===== src/rtl/gpio_irq_pkg.sv =====
package gpio_irq_pkg;
    localparam int ADDR_W = 3;

    typedef enum logic [ADDR_W-1:0] {
        REG_DATA = 3'd0,
        REG_DIR  = 3'd1,
        REG_TRIG = 3'd2,
        REG_SENS = 3'd3,
        REG_EN   = 3'd4,
        REG_STAT = 3'd5,
        REG_ACK  = 3'd6,
        REG_NONE = 3'd7
    } reg_addr_e;
endpackage


===== src/rtl/gpio_irq_sync.sv =====
module gpio_irq_sync #(
    parameter int WIDTH = 8
) (
    input  logic             clk,
    input  logic             rst_n,
    input  logic [WIDTH-1:0] pin_async,
    output logic [WIDTH-1:0] pin_sync
);
    typedef struct packed {
        logic [WIDTH-1:0] meta;
        logic [WIDTH-1:0] stable;
    } sync_t;

    sync_t st_d, st_q;

    always_comb begin
        st_d        = st_q;
        st_d.meta   = pin_async;
        st_d.stable = st_q.meta;
    end

    always_ff @(posedge clk or negedge rst_n) begin
        if (!rst_n) st_q <= '0;
        else        st_q <= st_d;
    end

    assign pin_sync = st_q.stable;
endmodule


===== src/rtl/gpio_irq_detect.sv =====
module gpio_irq_detect #(
    parameter int WIDTH = 8
) (
    input  logic             clk,
    input  logic             rst_n,
    input  logic [WIDTH-1:0] pin_sync,
    input  logic [WIDTH-1:0] trig_edge,
    input  logic [WIDTH-1:0] sense_hi,
    input  logic [WIDTH-1:0] enable,
    input  logic [WIDTH-1:0] ack,
    output logic [WIDTH-1:0] pending
);
    typedef struct packed {
        logic [WIDTH-1:0] prev;
        logic [WIDTH-1:0] latch;
    } det_t;

    det_t det_d, det_q;
    logic [WIDTH-1:0] edge_hit;
    logic [WIDTH-1:0] level_hit;

    always_comb begin
        // The edge test uses only the pin history, never the sense history,
        // so a sense change cannot fake an edge.
        edge_hit  = (sense_hi & pin_sync & ~det_q.prev)
                  | (~sense_hi & ~pin_sync & det_q.prev);
        level_hit = ~(pin_sync ^ sense_hi);

        det_d       = det_q;
        det_d.prev  = pin_sync;
        det_d.latch = enable & trig_edge & ((det_q.latch & ~ack) | edge_hit);
    end

    always_ff @(posedge clk or negedge rst_n) begin
        if (!rst_n) det_q <= '0;
        else        det_q <= det_d;
    end

    assign pending = enable & ((trig_edge & det_q.latch) | (~trig_edge & level_hit));

    for (genvar i = 0; i < WIDTH; i++) begin : g_chk

        edge_sets_latch_chk: assert property (@(posedge clk) disable iff (!rst_n)
            (enable[i] && trig_edge[i] && edge_hit[i]) |=> det_q.latch[i]);

        latch_needs_enable_chk: assert property (@(posedge clk) disable iff (!rst_n)
            $rose(det_q.latch[i]) |-> $past(enable[i] && trig_edge[i]));

        ack_clears_chk: assert property (@(posedge clk) disable iff (!rst_n)
            (ack[i] && !edge_hit[i]) |=> !det_q.latch[i]);

        ack_collision_chk: assert property (@(posedge clk) disable iff (!rst_n)
            (ack[i] && edge_hit[i] && enable[i] && trig_edge[i]) |=> det_q.latch[i]);

        level_no_latch_chk: assert property (@(posedge clk) disable iff (!rst_n)
            !trig_edge[i] |=> !det_q.latch[i]);
    end
endmodule


===== src/rtl/gpio_irq_regs.sv =====
module gpio_irq_regs
    import gpio_irq_pkg::*;
#(
    parameter int WIDTH = 8
) (
    input  logic              clk,
    input  logic              rst_n,
    input  logic [ADDR_W-1:0] bus_addr,
    input  logic              bus_wr,
    input  logic [WIDTH-1:0]  bus_wdata,
    output logic [WIDTH-1:0]  bus_rdata,
    input  logic [WIDTH-1:0]  pin_sync,
    input  logic [WIDTH-1:0]  pending,
    output logic [WIDTH-1:0]  out_val,
    output logic [WIDTH-1:0]  dir,
    output logic [WIDTH-1:0]  trig_edge,
    output logic [WIDTH-1:0]  sense_hi,
    output logic [WIDTH-1:0]  enable,
    output logic [WIDTH-1:0]  ack
);
    typedef struct packed {
        logic [WIDTH-1:0] out_val;
        logic [WIDTH-1:0] dir;
        logic [WIDTH-1:0] trig;
        logic [WIDTH-1:0] sense;
        logic [WIDTH-1:0] en;
    } cfg_t;

    cfg_t cfg_d, cfg_q;
    reg_addr_e sel;

    assign sel = reg_addr_e'(bus_addr);

    always_comb begin
        cfg_d = cfg_q;
        ack   = '0;
        if (bus_wr) begin
            unique case (sel)
                REG_DATA: cfg_d.out_val = bus_wdata;
                REG_DIR:  cfg_d.dir     = bus_wdata;
                REG_TRIG: cfg_d.trig    = bus_wdata;
                REG_SENS: cfg_d.sense   = bus_wdata;
                REG_EN:   cfg_d.en      = bus_wdata;
                REG_ACK:  ack           = bus_wdata;
                default:  ;
            endcase
        end
    end

    always_comb begin
        unique case (sel)
            REG_DATA: bus_rdata = (cfg_q.dir & cfg_q.out_val) | (~cfg_q.dir & pin_sync);
            REG_DIR:  bus_rdata = cfg_q.dir;
            REG_TRIG: bus_rdata = cfg_q.trig;
            REG_SENS: bus_rdata = cfg_q.sense;
            REG_EN:   bus_rdata = cfg_q.en;
            REG_STAT: bus_rdata = pending;
            default:  bus_rdata = '0;
        endcase
    end

    always_ff @(posedge clk or negedge rst_n) begin
        if (!rst_n) cfg_q <= '0;
        else        cfg_q <= cfg_d;
    end

    assign out_val   = cfg_q.out_val;
    assign dir       = cfg_q.dir;
    assign trig_edge = cfg_q.trig;
    assign sense_hi  = cfg_q.sense;
    assign enable    = cfg_q.en;


    ro_addr_no_cfg_chk: assert property (@(posedge clk) disable iff (!rst_n)
        (bus_wr && (sel == REG_STAT || sel == REG_ACK || sel == REG_NONE)) |=> $stable(cfg_q));
endmodule


===== src/rtl/gpio_irq_port.sv =====
module gpio_irq_port
    import gpio_irq_pkg::*;
#(
    parameter int WIDTH = 8
) (
    input  logic              clk,
    input  logic              rst_n,
    input  logic [ADDR_W-1:0] bus_addr,
    input  logic              bus_wr,
    input  logic [WIDTH-1:0]  bus_wdata,
    output logic [WIDTH-1:0]  bus_rdata,
    input  logic [WIDTH-1:0]  pin_in,
    output logic [WIDTH-1:0]  pin_out,
    output logic [WIDTH-1:0]  pin_oe,
    output logic [WIDTH-1:0]  irq_pin,
    output logic              irq_port
);
    logic [WIDTH-1:0] pin_sync;
    logic [WIDTH-1:0] trig_edge, sense_hi, enable, ack, pending;

    gpio_irq_sync #(.WIDTH(WIDTH)) sync_i (
        .clk(clk), .rst_n(rst_n), .pin_async(pin_in), .pin_sync(pin_sync)
    );

    gpio_irq_regs #(.WIDTH(WIDTH)) regs_i (
        .clk(clk), .rst_n(rst_n),
        .bus_addr(bus_addr), .bus_wr(bus_wr), .bus_wdata(bus_wdata), .bus_rdata(bus_rdata),
        .pin_sync(pin_sync), .pending(pending),
        .out_val(pin_out), .dir(pin_oe),
        .trig_edge(trig_edge), .sense_hi(sense_hi), .enable(enable), .ack(ack)
    );

    gpio_irq_detect #(.WIDTH(WIDTH)) det_i (
        .clk(clk), .rst_n(rst_n), .pin_sync(pin_sync),
        .trig_edge(trig_edge), .sense_hi(sense_hi), .enable(enable), .ack(ack),
        .pending(pending)
    );

    assign irq_pin  = pending;
    assign irq_port = |pending;


    port_irq_from_pins_chk: assert property (@(posedge clk) disable iff (!rst_n)
        irq_port == (irq_pin != '0));
endmodule


===== config.mk =====
export PLATFORM = sky130hd
export DESIGN_NAME = gpio_irq_port
export DESIGN_NICKNAME = d
export VERILOG_FILES = /design/src/rtl/gpio_irq_pkg.sv /design/src/rtl/gpio_irq_sync.sv /design/src/rtl/gpio_irq_detect.sv /design/src/rtl/gpio_irq_regs.sv /design/src/rtl/gpio_irq_port.sv
export SDC_FILE = /design/constraint.sdc
export NUM_CORES = 1
export LEC_CHECK = 0
export ABC_AREA = 1
export BUFFER_PORTS_ARGS = -buffer_cell sky130_fd_sc_hd__buf_2
export CORE_AREA = 2 2 91 93
export CTS_BUF_LIST = sky130_fd_sc_hd__clkbuf_4
export DETAILED_ROUTE_END_ITERATION = 10
export DIE_AREA = 0 0 93 95
export PLACE_DENSITY = 0.71
export SLEW_MARGIN = 15
export SYNTH_ARGS = -nofsm -noshare
export SYNTH_HDL_FRONTEND = slang
export SYNTH_HIERARCHICAL = 1
export SYNTH_SLANG_ARGS = --single-unit

===== constraint.sdc =====
create_clock -name clk -period 1.6 [get_ports clk]
set_input_delay 0.4 -clock clk [delete_from_list [all_inputs] [get_ports clk]]
set_output_delay 0.4 -clock clk [all_outputs]
set_load 0.01 [all_outputs]

## After elaboration in Yosys (flattened, before gate mapping)

Cells that the tools add are included.

| word-level totals | value |
|---|---|
| flip-flop bits (word level) | 72 |
| input bits | 22 |
| output and inout bits | 33 |
| word-level logic and storage cells | 49 |

| operators by class | value |
|---|---|
| equal/unequal tests | 6 |
| mux-type cells | 3 |
| bitwise logic cells | 24 |
| reductions and logical operators | 7 |

Operator list:

| operator | number |
|---|---|
| 8-bit bitwise AND | 12 |
| 8-bit inverter | 7 |
| 8-bit one-hot mux with 6 select lines | 1 |
| 8-bit bitwise OR | 4 |
| 8-bit two-way mux | 2 |
| 2-bit AND reduction | 5 |
| 3-bit equality test (second input constant) | 3 |
| 8-bit OR reduction | 1 |
| 8-bit bitwise XOR | 1 |
| 3-bit by 2-bit equality test with 1-bit output (second input constant) | 2 |
| 3-bit by 1-bit equality test with 1-bit output (second input constant) | 1 |
| 3-bit zero test | 1 |

## Logic depth before layout (Yosys ltp)

Gate-level depths: netlist (run 1).

| depth | value |
|---|---|
| word-level depth | 7 |
| gate-level depth with buffers | 10 |
| depth with buffers taken out | 8 |

## By module

Netlist (run 1), hierarchy kept.

Modules (own cells, without submodules):

| module | instances | cells an instance | area an instance (um2) | seq. area each (um2) |
|---|---|---|---|---|
| gpio_irq_regs | 1 | 302 | 2,323.5 | 1,001.0 |
| gpio_irq_detect | 1 | 152 | 1,081.0 | 400.4 |
| gpio_irq_sync | 1 | 16 | 400.4 | 400.4 |
| gpio_irq_port | 1 | 15 | 56.3 | 0.0 |

## Worst setup path before layout (run 1)

OpenSTA, ideal clock, no wires.

| timing | value |
|---|---|
| path type | reg-to-output |
| from | register sync_i.st_q (netlist bit sync_i/pin_sync[4]) |
| to | output bus_rdata[4] |
| arrival time | 1,318 ps |
| required time | 1,200 ps |
| slack | -118 ps |
| stages on the path, launching flop included | 8 |
| path buffers | 0 |
| cell sequence | dfrtp_1 > inv_1 > ha_1 > a21oi_1 > nand4_1 > nand2_1 > nor2_1 > nand2_1 |

| between the ends | value |
|---|---|
| cells in the longest elaborated chain, start to end | 6 |
| elaborated cells on any way between the ends | 8 |
| those cells by class | 1 x mux; 7 x bitwise |

Ends and longest elaborated chain:

| item | RTL line | RTL |
|---|---|---|
| start, declared | gpio_irq_sync.sv:14 | `sync_t st_d, st_q;` |
| start signal, assigned | gpio_irq_sync.sv:24 | `else st_q <= st_d;` |
| 8-bit bitwise XOR | gpio_irq_detect.sv:27 | `level_hit = ~(pin_sync ^ sense_hi);` |
| 8-bit inverter | gpio_irq_detect.sv:27 |  |
| 8-bit bitwise AND | gpio_irq_detect.sv:39 | `assign pending = enable & ((trig_edge & det_q.latch) \| (~trig_edge & level_hit));` |
| 8-bit bitwise OR | gpio_irq_detect.sv:39 |  |
| 8-bit bitwise AND | gpio_irq_detect.sv:39 |  |
| net irq_pin[4] | gpio_irq_port.sv:15 | `output logic [WIDTH-1:0] irq_pin,` |
| 8-bit one-hot mux with 6 select lines | gpio_irq_regs.sv:51 | `unique case (sel)` |
| end, declared | gpio_irq_port.sv:11 | `output logic [WIDTH-1:0] bus_rdata,` |

The timed path passes the listed nets, and every way through them passes these cells.

## Worst setup path after layout (run 1)

| timing | value |
|---|---|
| from | register regs_i.cfg_q (netlist bit regs_i/sense_hi[7]) |
| to | output bus_rdata[7] |

| between the ends | value |
|---|---|
| cells in the longest elaborated chain, start to end | 6 |

Ends and longest elaborated chain:

| item | RTL line | RTL |
|---|---|---|
| start, declared | gpio_irq_regs.sv:29 | `cfg_t cfg_d, cfg_q;` |
| start signal, assigned | gpio_irq_regs.sv:64 | `else cfg_q <= cfg_d;` |
| 8-bit bitwise XOR | gpio_irq_detect.sv:27 |  |
| 8-bit inverter | gpio_irq_detect.sv:27 |  |
| 8-bit bitwise AND | gpio_irq_detect.sv:39 |  |
| 8-bit bitwise OR | gpio_irq_detect.sv:39 |  |
| 8-bit bitwise AND | gpio_irq_detect.sv:39 |  |
| 8-bit one-hot mux with 6 select lines * | gpio_irq_regs.sv:51 |  |

Every way passes the cells marked *; elsewhere a longest branch is shown, timed or not.

==> impl_results.md, run 1 <==
- Final RePlAce weighted congestion: 0.8275
- Buf/Inv on CP: 2
- First-pass GRT wire length: 16610 um
- Clk pwr share: 0.279
- Largest family of logic cells by synthesized area: simple AND/OR/NAND/NOR gates
- Critical Path, Cell by Cell: inv_1 > ha_1 > a21oi_2 > nand4_1 > nand2_1 > nor2_2 > nand2_1 > buf_2
- Root Driver: clkbuf_4
- CP top delay family: flip-flops
- Post-Synth Adder-Cell Area: 0.05185
- Cell Area, Synth: 3861 um^2
- Fraction of layout cells with a size suffix above 1: 0.3388
- HP Class: input pin to flip-flop
- Worst Tran Pin Value: 0.4224 ns
- Die Wd: 93 um
- Power per cell area: 1035 nW/um^2
- Synthesized flop and latch total: 72
- Failing checks: negative setup slack
- Max-Cap Viols: 0
- PnR worst setup slack: -0.5664 ns
- M2 GR Usage: 0.4251
- Clk_lat worst skew: 0.42 ns
- DPL Wire Length: 7198 um
- Initial DRC count: 271
- Design Area, Final: 5121 um^2
- Worst R2R Setup Slack: 0.40 ns
- Clock Sinks: 72
- Setup crit end kind: primary output
- Pin count of the biggest net entering global routing: 32
- P_int: 3.568 mW
- Worst clock skew: 0.007104 ns
- Crit path required time: 1.20 ns
- Critical Path Most Common Cell: nand2_1
- Final cycle utilization of the critical path: 1.354
- DRC: 0
- Placed Instance Area: 4703 um^2
- Met1 usage in global routing: 0.3066
- Worst-path clk slew: 0.12 ns
- Ant. Diodes: 0
- Net Switching: 1.735 mW
- Total congestion overflow: 0
- Leakage: 2.840 nW
- Switching share of power: 0.3272
- Met3 Usage GRT: 0.03751
- Area contributors post-synth: dfrtp_1, nand2_1, inv_1, ha_1, nand4_1
- Leading area contributor after synthesis: dfrtp_1
- Pwr Total: 5.303 mW
- Drt pass-1 iters: 4
- Die Area: 8835 um^2
- Hold_ws: 0.07026 ns
- Min Tclk post-route: 2.166 ns
- Post-synthesis compound-gate area fraction: 0.08620
- DP Worst Slack: -0.1794 ns
- Combinational share of power: 0.297
- Non-Filler Instances: 719
- Routed len/inst: 14.47 um
- Vias in the first global route: 3503
- Crit-path max cell delay: 0.37 ns
- Class of the most critical setup path: flip-flop to primary output
- VDD IR-drop max: 0.0007624 V
- Seq pwr share: 0.424
- Synthesis warning total: 6
- Setup Viol. Count Final: 17
- CTS tree: done
- Global route hottest layer: met2
- Slew headroom: 0.7184
- Clk buf depth: 2
- Starting density of the core: 0.4871
- Status: finished, violations left
- GRT Total Usage: 0.2466
- Distinct cells, synth: 23
- Slowest-stage cell, CP: dfrtp_1
- Synth Instances: 485
- Via-to-Cell Ratio: 4.985
- IO Port Bufs: 54
- CP arrival: 1.77 ns
- Util after Layout: 0.6460
- CTS buffer count: 9
- Setup TNS: -7.348 ns
- Proportion of synthesized chip area in sequential cells: 0.4666
- Syn Area/Cell: 7.961 um^2
- Die Ht: 95 um
- Hold Vio Cnt, Final: 0
- H-tree depth: 3
- Post-synthesis mux area share: 0
- Post-DRT Antenna Nets: 0
- Final max-slew violation count: 0
- Maximum operating frequency: 461.6 MHz
- Num rows: 33
- I/O pin total: 55
- Yosys top cell area share: 0.4666
- RSZ-0062 raised after global routing: yes
- Initial antenna violation count: 0
- Area growth syn-to-layout: 32.63%
- CP Launch Type: flip-flop
- Vias: 3584
- Crit-path max FO: 3
- Post-Route WL: 10410 um
- Post-Place Cells: 694
- Nets@finish: 647
- XOR/XNOR Fraction of Synth Area: 0
- Core area: 7928 um^2
- Area share of and/or/nand/nor cells after synthesis: 0.2754
- Syn nets: 523
[layer usage]
| layer | vias up | part of all wire |
|---|---|---|
| li1 | 1769 | - |
| met1 | 1670 | 0.42 |
| met2 | 127 | 0.50 |
| met3 | 18 | 0.063 |
| met4 | 0 | 0.017 |
| met5 | - | 0 |
[power groups by stage]
stage | sequential [mW] | clock [mW] | combinational, mW
3_5_place_dp | 2.27 | 0 | 1.37
6_report | 2.25 | 1.48 | 1.58
2_1_floorplan | 2.30 | 0 | 0.701
3_3_place_gp | 2.26 | 0 | 1.33
4_1_cts | 2.24 | 1.51 | 1.50
5_1_grt | 2.28 | 1.58 | 1.75
[worst reg2reg max path, stage by stage, from the launching register on]
cell and delay, ns:
dfrtp_1 0.42, buf_4 0.14, buf_4 0.14, ha_1 0.17, nand2_1 0.06, nand3_1 0.07
nand2_1 0.07, inv_1 0.04
[kinds of logic (layout without fill, tap and decap cells)]
logic type                 after synthesis  after routing
and+or+nand+nor                        236            236
buffers and inverters                  105            234
DFF                                     72             72
AOI/OAI and AO/OA                       56             56
adders and majority gates               16             16
[placed cells by master (no fill, tap or decap)]
cell type / Yosys / layout
a21oi_2: 0 / 4
a21oi_4: 0 / 4
buf_12: 0 / 4
buf_2: 2 / 45
buf_4: 1 / 63
buf_6: 8 / 13
bufinv_16: 0 / 3
clkbuf_4: 0 / 9
clkinv_2: 0 / 1
clkinv_4: 0 / 2
clkinvlp_4: 0 / 1
dfrtp_1: 72 / 72
dlygate4sd3_1: 0 / 1
ha_1: 16 / 12
ha_4: 0 / 4
inv_1: 73 / 65
inv_2: 18 / 26
inv_4: 1 / 1
nand2_1: 160 / 160
nand2_2: 1 / 1
nand2_4: 2 / 2
nand3_1: 23 / 23
nand3_4: 2 / 2
nand4_1: 25 / 25
nor2_1: 18 / 15
nor2_2: 1 / 4
nor2_4: 3 / 3
nor2_8: 1 / 1
o21ai_0: 13 / 13
o21ai_1: 21 / 20
o21ai_2: 14 / 15
[Yosys cell counts, drive strengths merged]
cell type and n:
inv 92, a21oi 8, nor2 23, nand3 25
ha 16, nand4 25, o21ai 48, dfrtp 72
buf 11, clkbuf 2, nand2 163
[state kept, by name (all words and copies together) (netlist names)]
register	count
regs_i/enable	8
sync_i/pin_sync	8
regs_i/out_val	8
sync_i/st_d	8
det_i/det_q	16
regs_i/trig_edge	8
regs_i/sense_hi	8
regs_i/dir	8
[area by class of cell]
class / count / area, um^2
tap: 105 / 131.4
inverter: 92 / 347.8
timing repair buffer: 126 / 934.6
multi-input combinational: 308 / 1718
fill: 688 / 2806
clock inverter: 7 / 120.1
clock buffer: 9 / 67.56
sequential: 72 / 1802
[final timing paths]
path	from	endpoint	cells after the start
max	regs_i/sense_hi[7]	bus_rdata[7]	8
min	pin_in[5]	sync_i/st_d[5]	1
max reg2reg	regs_i/sense_hi[5]	det_i/det_q[5]	7
min reg2reg	sync_i/st_d[4]	sync_i/pin_sync[4]	0
max in group asynchronous	rst_n	regs_i/enable[4]	3
min in group asynchronous	rst_n	sync_i/st_d[1]	2
[repair_timing]
action,CTS,global route
pin swaps,19,14
hold buffers,1,0
endpoints found under the hold margin,28,0
gates resized for setup,20,15
endpoints found under the setup margin,17,17
buffers inserted,13,10
Power figures use the tool's default switching activity.
==> run 2: changes to the inputs <==
--- a/config.mk
+++ b/config.mk
@@ -5,12 +5,11 @@
 export SDC_FILE = /design/constraint.sdc
 export NUM_CORES = 1
 export LEC_CHECK = 0
-export ABC_AREA = 1
 export BUFFER_PORTS_ARGS = -buffer_cell sky130_fd_sc_hd__buf_2
-export CORE_AREA = 2 2 91 93
+export CORE_AREA = 2 2 88 90
 export CTS_BUF_LIST = sky130_fd_sc_hd__clkbuf_4
 export DETAILED_ROUTE_END_ITERATION = 10
-export DIE_AREA = 0 0 93 95
+export DIE_AREA = 0 0 90 92
 export PLACE_DENSITY = 0.71
 export SLEW_MARGIN = 15
 export SYNTH_ARGS = -nofsm -noshare
==> run 2 against run 1 <==
The flow still finishes with violations (negative setup slack). Critical path depth did not move. Maximum frequency fell by 15%. Clock skew rose by 0.0065 ns. Non-clock buffer count rose by 13. Worst hold slack got worse by 0.011 ns. Utilization rose by 1.2 points. Combinational power rose by 13%.
==> impl_results.md, run 2 <==
- Synthesis warning total: 6 (unchanged)
- RSZ-0062 raised after global routing: yes
- Multi-input gate area: 1749 um^2 (+1.8%)
- Post-Place Cells: 513 (-26%)
- Most common cell after layout, fill and taps aside: buf_4
- Initial antenna violation count: 0 (unchanged)
- M2 GR Usage: 0.3822 (-0.04292)
- Design Area, Final: 4902 um^2 (-4.3%)
- Synth cell count leaders: dfrtp_1, mux2_2, nand2_1
- RR Startpoint: regs_i/sense_hi[4]
- HP Class: input pin to flip-flop
- Num rows: 32 (-3.0%)
- Slowest-stage cell, CP: dfrtp_1
- Class of the most critical setup path: flip-flop to primary output
- Nets@finish: 468 (-28%)
- PnR worst setup slack: -0.9354 ns (-0.3690 ns)
- CTS tree: done
- Placed Instance Area: 4572 um^2 (-2.8%)
- Final max-slew violation count: 0 (unchanged)
- Maximum operating frequency: 394.4 MHz (-15%)
- Number of flip-flops under the largest register name: 16 (unchanged)
- Post-synth EDFFs: 0 (unchanged)
- Non-Filler Instances: 537 (-25%)
- Area growth syn-to-layout: 37.33%
- Storage element area: 1802 um^2 (unchanged)
- Critical path origin: sync_i/pin_sync[2]
- Die Area: 8280 um^2 (-6.3%)
- Ant. Diodes: 0 (unchanged)
- Vias in the first global route: 2818 (-20%)
- Area contributors post-synth: dfrtp_1, mux2_2, ha_1, mux2i_1, nand2_1
- Post-Route WL: 8647 um (-17%)
- Final cycle utilization of the critical path: 1.585 (+0.2306)
- Met1 usage in global routing: 0.2880 (-0.01860)
- Routed len/inst: 16.10 um (+11%)
- Via-to-Cell Ratio: 5.000 (+0.31%)
- Worst Tran Pin Value: 0.4175 ns (-0.004907 ns)
- Setup crit end kind: primary output
- Syn Area/Cell: 12.44 um^2 (+56%)
- Post-DRT Antenna Nets: 0 (unchanged)
- Worst clock skew: 0.01358 ns (+0.006473 ns)
- I/O pin total: 55 (unchanged)
- Total congestion overflow: 0 (unchanged)
- Most frequent cells in the layout: buf_4, dfrtp_1, buf_2, mux2_2, nand2_1
- Vias: 2685 (-25%)
- Synthesized flop and latch total: 72 (unchanged)
- DP Worst Slack: -0.4734 ns (-0.2940 ns)
- Min Tclk post-route: 2.535 ns (+0.3690 ns)
- Final RePlAce weighted congestion: 0.8330 (+0.66%)
- Util after Layout: 0.6583 (+0.01228)
- Fillcell total: 614 (-11%)
- Clock Sinks: 72 (unchanged)
- CTS buffer count: 9 (unchanged)
- Core area: 7447 um^2 (-6.1%)
- Status: finished, violations left
- Hold Vio Cnt, Final: 0 (unchanged)
- IO Port Bufs: 54 (unchanged)
- Distinct cells, synth: 38 (+65%)
- Pwr Total: 5.378 mW (+1.4%)
- Setup Viol. Count Final: 17 (unchanged)
- Failing checks: negative setup slack
- Clk_lat worst skew: 0.43 ns (about the same)
- CP arrival: 2.14 ns (+0.37 ns)
- Most frequent cell after synthesis: dfrtp_1
- Setup TNS: -11.73 ns (-4.378 ns)
- Crit-path max cell delay: 0.36 ns (about the same)
- Initial DRC count: 107 (-61%)
- GRT Total Usage: 0.2238 (-0.02277)
- Hold_ws: 0.05906 ns (-0.01120 ns)
- Die Wd: 90 um (-3.2%)
- Die Ht: 92 um (-3.2%)
- Leakage: 2.376 nW (-16%)
- DRC: 0 (unchanged)
- Crit-path max FO: 2 (-1)
- Drt pass-1 iters: 4 (unchanged)
- Critical Path, Cell by Cell: inv_1 > ha_1 > or2_1 > a21boi_2 > mux2i_1 > mux2_4 > o221ai_4 > buf_6
- Global route hottest layer: met2
- Proportion of synthesized chip area in sequential cells: 0.5047 (+0.03811)
- Async S/R FF share, synth: 1.000 (unchanged)
- Ys flop type: dfrtp_1
- Power per cell area: 1097 nW/um^2 (+5.9%)
- CP Launch Type: flip-flop
- Max-Cap Viols: 0 (unchanged)
- Fraction of layout cells with a size suffix above 1: 0.5241 (+0.1854)
- Starting density of the core: 0.4793 (-0.007723)
- Synth Instances: 287 (-41%)
- Syn nets: 325 (-38%)
- H-tree depth: 3 (unchanged)
- Cell Area, Synth: 3570 um^2 (-7.6%)
- Reg with most FFs: det_i/det_q
- Pin count of the biggest net entering global routing: 33 (+3.1%)
- First-pass GRT wire length: 14290 um (-14%)
- Yosys top cell area share: 0.5047 (+0.03811)
- HP Start: pin_in[4]
- Crit path required time: 1.20 ns (about the same)
- DPL Wire Length: 6368 um (-12%)
- Slew headroom: 0.7210 (+0.002669)
- VDD IR-drop max: 0.0006112 V (-20%)
- Clk buf depth: 2 (unchanged)
- Met3 Usage GRT: 0.04273 (+0.005218)
- Worst-path clk slew: 0.13 ns (about the same)
- Root Driver: clkbuf_4
- Leading area contributor after synthesis: dfrtp_1
run 2: routing by layer:
layer | up-vias | part of all wire
met2 | 57 | 0.50
met5 | - | 0
met1 | 1313 | 0.45
met4 | 0 | 0.014
met3 | 11 | 0.036
li1 | 1304 | -
run 2: repair_timing:
item / in CTS / in global routing
resized for setup: 15 / 5
setup endpoints to repair: 17 / 17
cloned: 0 / 0
hold buffers: 1 / 0
setup buffers: 9 / 4
endpoints found under the hold margin: 28 / 0
pin swaps: 9 / 7
run 2: worst paths after layout:
| path | slack (ns) | depth (start not counted) | end |
|---|---|---|---|
| max | -0.94 | 8 | bus_rdata[2] |
| min | 0.06 | 1 | sync_i/st_d[4] |
| max reg2reg | 0.33 | 6 | det_i/det_q[4] |
| min reg2reg | 0.35 | 0 | sync_i/pin_sync[7] |
| max in group asynchronous | 0.65 | 3 | regs_i/trig_edge[0] |
| min in group asynchronous | 0.43 | 2 | sync_i/pin_sync[7] |
run 2: area by class of cell:
class                           instances  share of cell area
Timing Repair Buffer                  139              0.2034
Inverter                               17             0.01302
Sequential cell                        72              0.3675
Multi-Input combinational cell        191              0.3568
Clock inverter                          7             0.01940
Clock buffer                            9             0.01378
Tap cell                              102             0.02603
run 2: worst max-delay path, delay by kind of cell (launching register included):
kind | cells | cell delay (ns)
AO/OA/AOI/OAI | 2 | 0.29
adder cells (fa/ha/maj) | 1 | 0.28
buffers and inverters | 2 | 0.17
flip-flops | 1 | 0.36
multiplexers | 2 | 0.38
AND/OR/NAND/NOR | 1 | 0.22
run 2: power by group:
group / switching, mW / total, mW / internal [mW]
logic: 0.764 / 1.78 / 1.02
registers: 0.192 / 2.28 / 2.09
clock network: 0.677 / 1.31 / 0.635
run 2: kinds of logic (layout without fill, tap and decap cells):
logic type | after synthesis | in the layout | share of synthesized area
multiplexers | 66 | 66 | 0.2015
adder cells (fa/ha/maj) | 16 | 16 | 0.05608
AO/OA/AOI/OAI | 38 | 38 | 0.07957
AND/OR/NAND/NOR | 71 | 71 | 0.1248
flip-flops | 72 | 72 | 0.5047
buffers and inverters | 24 | 172 | 0.03330
==> run 3: changes to the inputs <==
--- a/config.mk
+++ b/config.mk
@@ -6,10 +6,10 @@
 export NUM_CORES = 1
 export LEC_CHECK = 0
 export BUFFER_PORTS_ARGS = -buffer_cell sky130_fd_sc_hd__buf_2
-export CORE_AREA = 2 2 88 90
+export CORE_AREA = 4 4 90 92
 export CTS_BUF_LIST = sky130_fd_sc_hd__clkbuf_4
 export DETAILED_ROUTE_END_ITERATION = 10
-export DIE_AREA = 0 0 90 92
+export DIE_AREA = 0 0 94 96
 export PLACE_DENSITY = 0.71
 export SLEW_MARGIN = 15
 export SYNTH_ARGS = -nofsm -noshare
==> run 3 against run 2 <==
The run still ends with negative setup slack left. Die area rose by 9.0%. Flip-flop and latch count did not move. Clock power fell by 5%. Critical path type unchanged. Critical endpoint unchanged.
==> impl_results.md, run 3 (synthesis gave the netlist of run 2 again) <==
- Status: finished, violations left
- Failing checks: negative setup slack
- Crit path required time: 1.20 ns (about the same)
- Reg with most FFs: det_i/det_q
- Clk_lat worst skew: 0.41 ns (-0.02 ns)
- Placed Instance Area: 4586 um^2 (+0.30%)
- Clk buf depth: 2 (unchanged)
- Fraction of layout cells with a size suffix above 1: 0.5162 (-0.007934)
- Storage element area: 1802 um^2 (unchanged)
- Setup crit end kind: primary output
- Initial DRC count: 126 (+18%)
- Max-Cap Viols: 0 (unchanged)
- Most common cell after layout, fill and taps aside: buf_4
- Vias in the first global route: 2944 (+4.5%)
- PnR worst setup slack: -0.8886 ns (+0.04678 ns)
- CP top delay family: flip-flops
- Clock Sinks: 72 (unchanged)
- Root Driver: clkbuf_4
- Switching share of power: 0.2978 (-0.005655)
- Most frequent cells in the layout: buf_4, dfrtp_1, buf_2, mux2_2, nand2_1
- Final cycle utilization of the critical path: 1.555 (-0.02923)
- CP Launch Type: flip-flop
- Seq pwr share: 0.426 (+0.002)
- Pwr Total: 5.329 mW (-0.92%)
- Drt pass-1 iters: 4 (unchanged)
- Starting density of the core: 0.4948 (+0.01546)
- Post-DRT Antenna Nets: 0 (unchanged)
- IO Port Bufs: 54 (unchanged)
- Hold Vio Cnt, Final: 0 (unchanged)
- Slew headroom: 0.7081 (-0.01291)
- Min Tclk post-route: 2.489 ns (-0.04678 ns)
- Core area: 7214 um^2 (-3.1%)
- Class of the most critical setup path: flip-flop to primary output
- Worst Tran Pin Value: 0.4369 ns (+0.01933 ns)
- Fillcell total: 582 (-5.2%)
- Highest metal used: met4
- Vias: 2672 (-0.48%)
- DRC: 0 (unchanged)
- Multi-input gate area: 1757 um^2 (+0.43%)
- Final RePlAce weighted congestion: 0.8434 (+1.2%)
- H-tree depth: 3 (unchanged)
- Pin count of the biggest net entering global routing: 29 (-12%)
- Routed len/inst: 15.93 um (-1.1%)
- Num rows: 31 (-3.1%)
- DPL Wire Length: 6332 um (-0.57%)
- Buf/Inv on CP: 2 (unchanged)
- Worst-path clk slew: 0.12 ns (about the same)
- Die Area: 9024 um^2 (+9.0%)
- P_int: 3.742 mW (-0.12%)
- Total congestion overflow: 0 (unchanged)
- Ant. Diodes: 0 (unchanged)
- Number of flip-flops under the largest register name: 16 (unchanged)
- Met2 routed WL: 4169 um (-3.1%)
- HP Class: input pin to flip-flop
- Post-Route WL: 8458 um (-2.2%)
- Leakage: 2.372 nW (-0.15%)
- GRT Total Usage: 0.2112 (-0.01262)
- Design Area, Final: 4917 um^2 (+0.31%)
- First-pass GRT wire length: 14300 um (about the same)
- Nets@finish: 466 (-0.43%)
- Net Switching: 1.587 mW (-2.8%)
- Critical Path, Cell by Cell: inv_1 > ha_1 > or2_1 > a21boi_2 > mux2i_1 > mux2_4 > o221ai_4 > buf_6
- Die Ht: 96 um (+4.3%)
- Clk pwr share: 0.233 (-0.011)
- Slowest-stage cell, CP: dfrtp_1
- Crit-path max cell delay: 0.36 ns (about the same)
- Worst clock skew: 0.01750 ns (+0.003922 ns)
- CTS tree: done
- VDD IR-drop max: 0.0007183 V (+18%)
- Setup Viol. Count Final: 17 (unchanged)
- Crit-path max FO: 2 (unchanged)
- Maximum operating frequency: 401.8 MHz (+1.9%)
- Post-Route M1 WL: 3572 um (-8.8%)
- Via-to-Cell Ratio: 5.032 (+0.64%)
- Power per cell area: 1084 nW/um^2 (-1.2%)
- Met3 Wirelength: 525 um (+71%)
- Combinational share of power: 0.341 (+0.009)
- Final max-slew violation count: 0 (unchanged)
- I/O pin total: 55 (unchanged)
- RSZ-0062 raised after global routing: yes
- CTS buffer count: 9 (unchanged)
- Initial antenna violation count: 0 (unchanged)
- CP arrival: 2.09 ns (-0.05 ns)
- Die Wd: 94 um (+4.4%)
- Area growth syn-to-layout: 37.75%
[run 3: area by class of cell]
class	count	area share
Inverter	17	0.01298
Timing Repair Buffer	137	0.2071
Sequential cell	72	0.3664
Clock inverter	6	0.01730
Multi-Input combinational cell	191	0.3573
Clock buffer	9	0.01374
Tap cell	99	0.02519
[run 3: worst reg2reg max path: cells and delay by family, from the launching register on]
kind,cells,cell delay [ns]
compound gates,1,0.08
fa+ha+maj,1,0.18
buf+inv,2,0.26
flops,1,0.40
mux,1,0.12
[run 3: final timing paths]
kind | endpoint | slack (ns) | cells after the start | start
max | bus_rdata[2] | -0.89 | 8 | sync_i/pin_sync[2]
min | sync_i/st_d[7] | 0.08 | 1 | pin_in[7]
max reg2reg | det_i/det_q[4] | 0.47 | 5 | sync_i/pin_sync[4]
min reg2reg | sync_i/pin_sync[4] | 0.34 | 0 | sync_i/st_d[4]
max in group asynchronous | sync_i/st_d[4] | 0.67 | 3 | rst_n
min in group asynchronous | regs_i/out_val[1] | 0.44 | 2 | rst_n
[run 3: stage by stage]
step,setup TNS (ns),setup slack (ns),cells,hold slack (ns),utilization
after floorplan,-2.211,-0.4140,287,0.1044,-
final,-11.73,-0.8886,531,0.08035,0.6816
after CTS,-12.52,-0.9583,530,0.04575,0.6786
after global routing,-14.23,-1.048,531,0.02134,0.6816
after detailed placement,-14.24,-0.4657,509,0.3347,0.6356
after global placement,-13.52,-0.4110,509,0.3316,0.6356
[run 3: timing repair]
action | CTS | global route
setup endpoints to repair | 17 | 17
resized for setup | 19 | 4
hold buffers | 1 | 0
buffers inserted | 10 | 3
pin swaps | 13 | 13
endpoints found under the hold margin | 26 | 0
[run 3: power groups by stage]
stage / sequential, mW / combinational (mW) / clock, mW
final: 2.27 / 1.82 / 1.24
after global routing: 2.31 / 2.00 / 1.39
after CTS: 2.27 / 1.81 / 1.30
after detailed placement: 2.31 / 1.63 / 0
after global placement: 2.30 / 1.59 / 0
after floorplan: 2.36 / 0.769 / 0
[run 3: layer usage]
metal  track usage  vias to the layer above
met2        0.3601                       71
met3       0.06802                       17
met4       0.07100                        0
met1        0.2532                     1290
met5             0                        -
li1              -                     1294
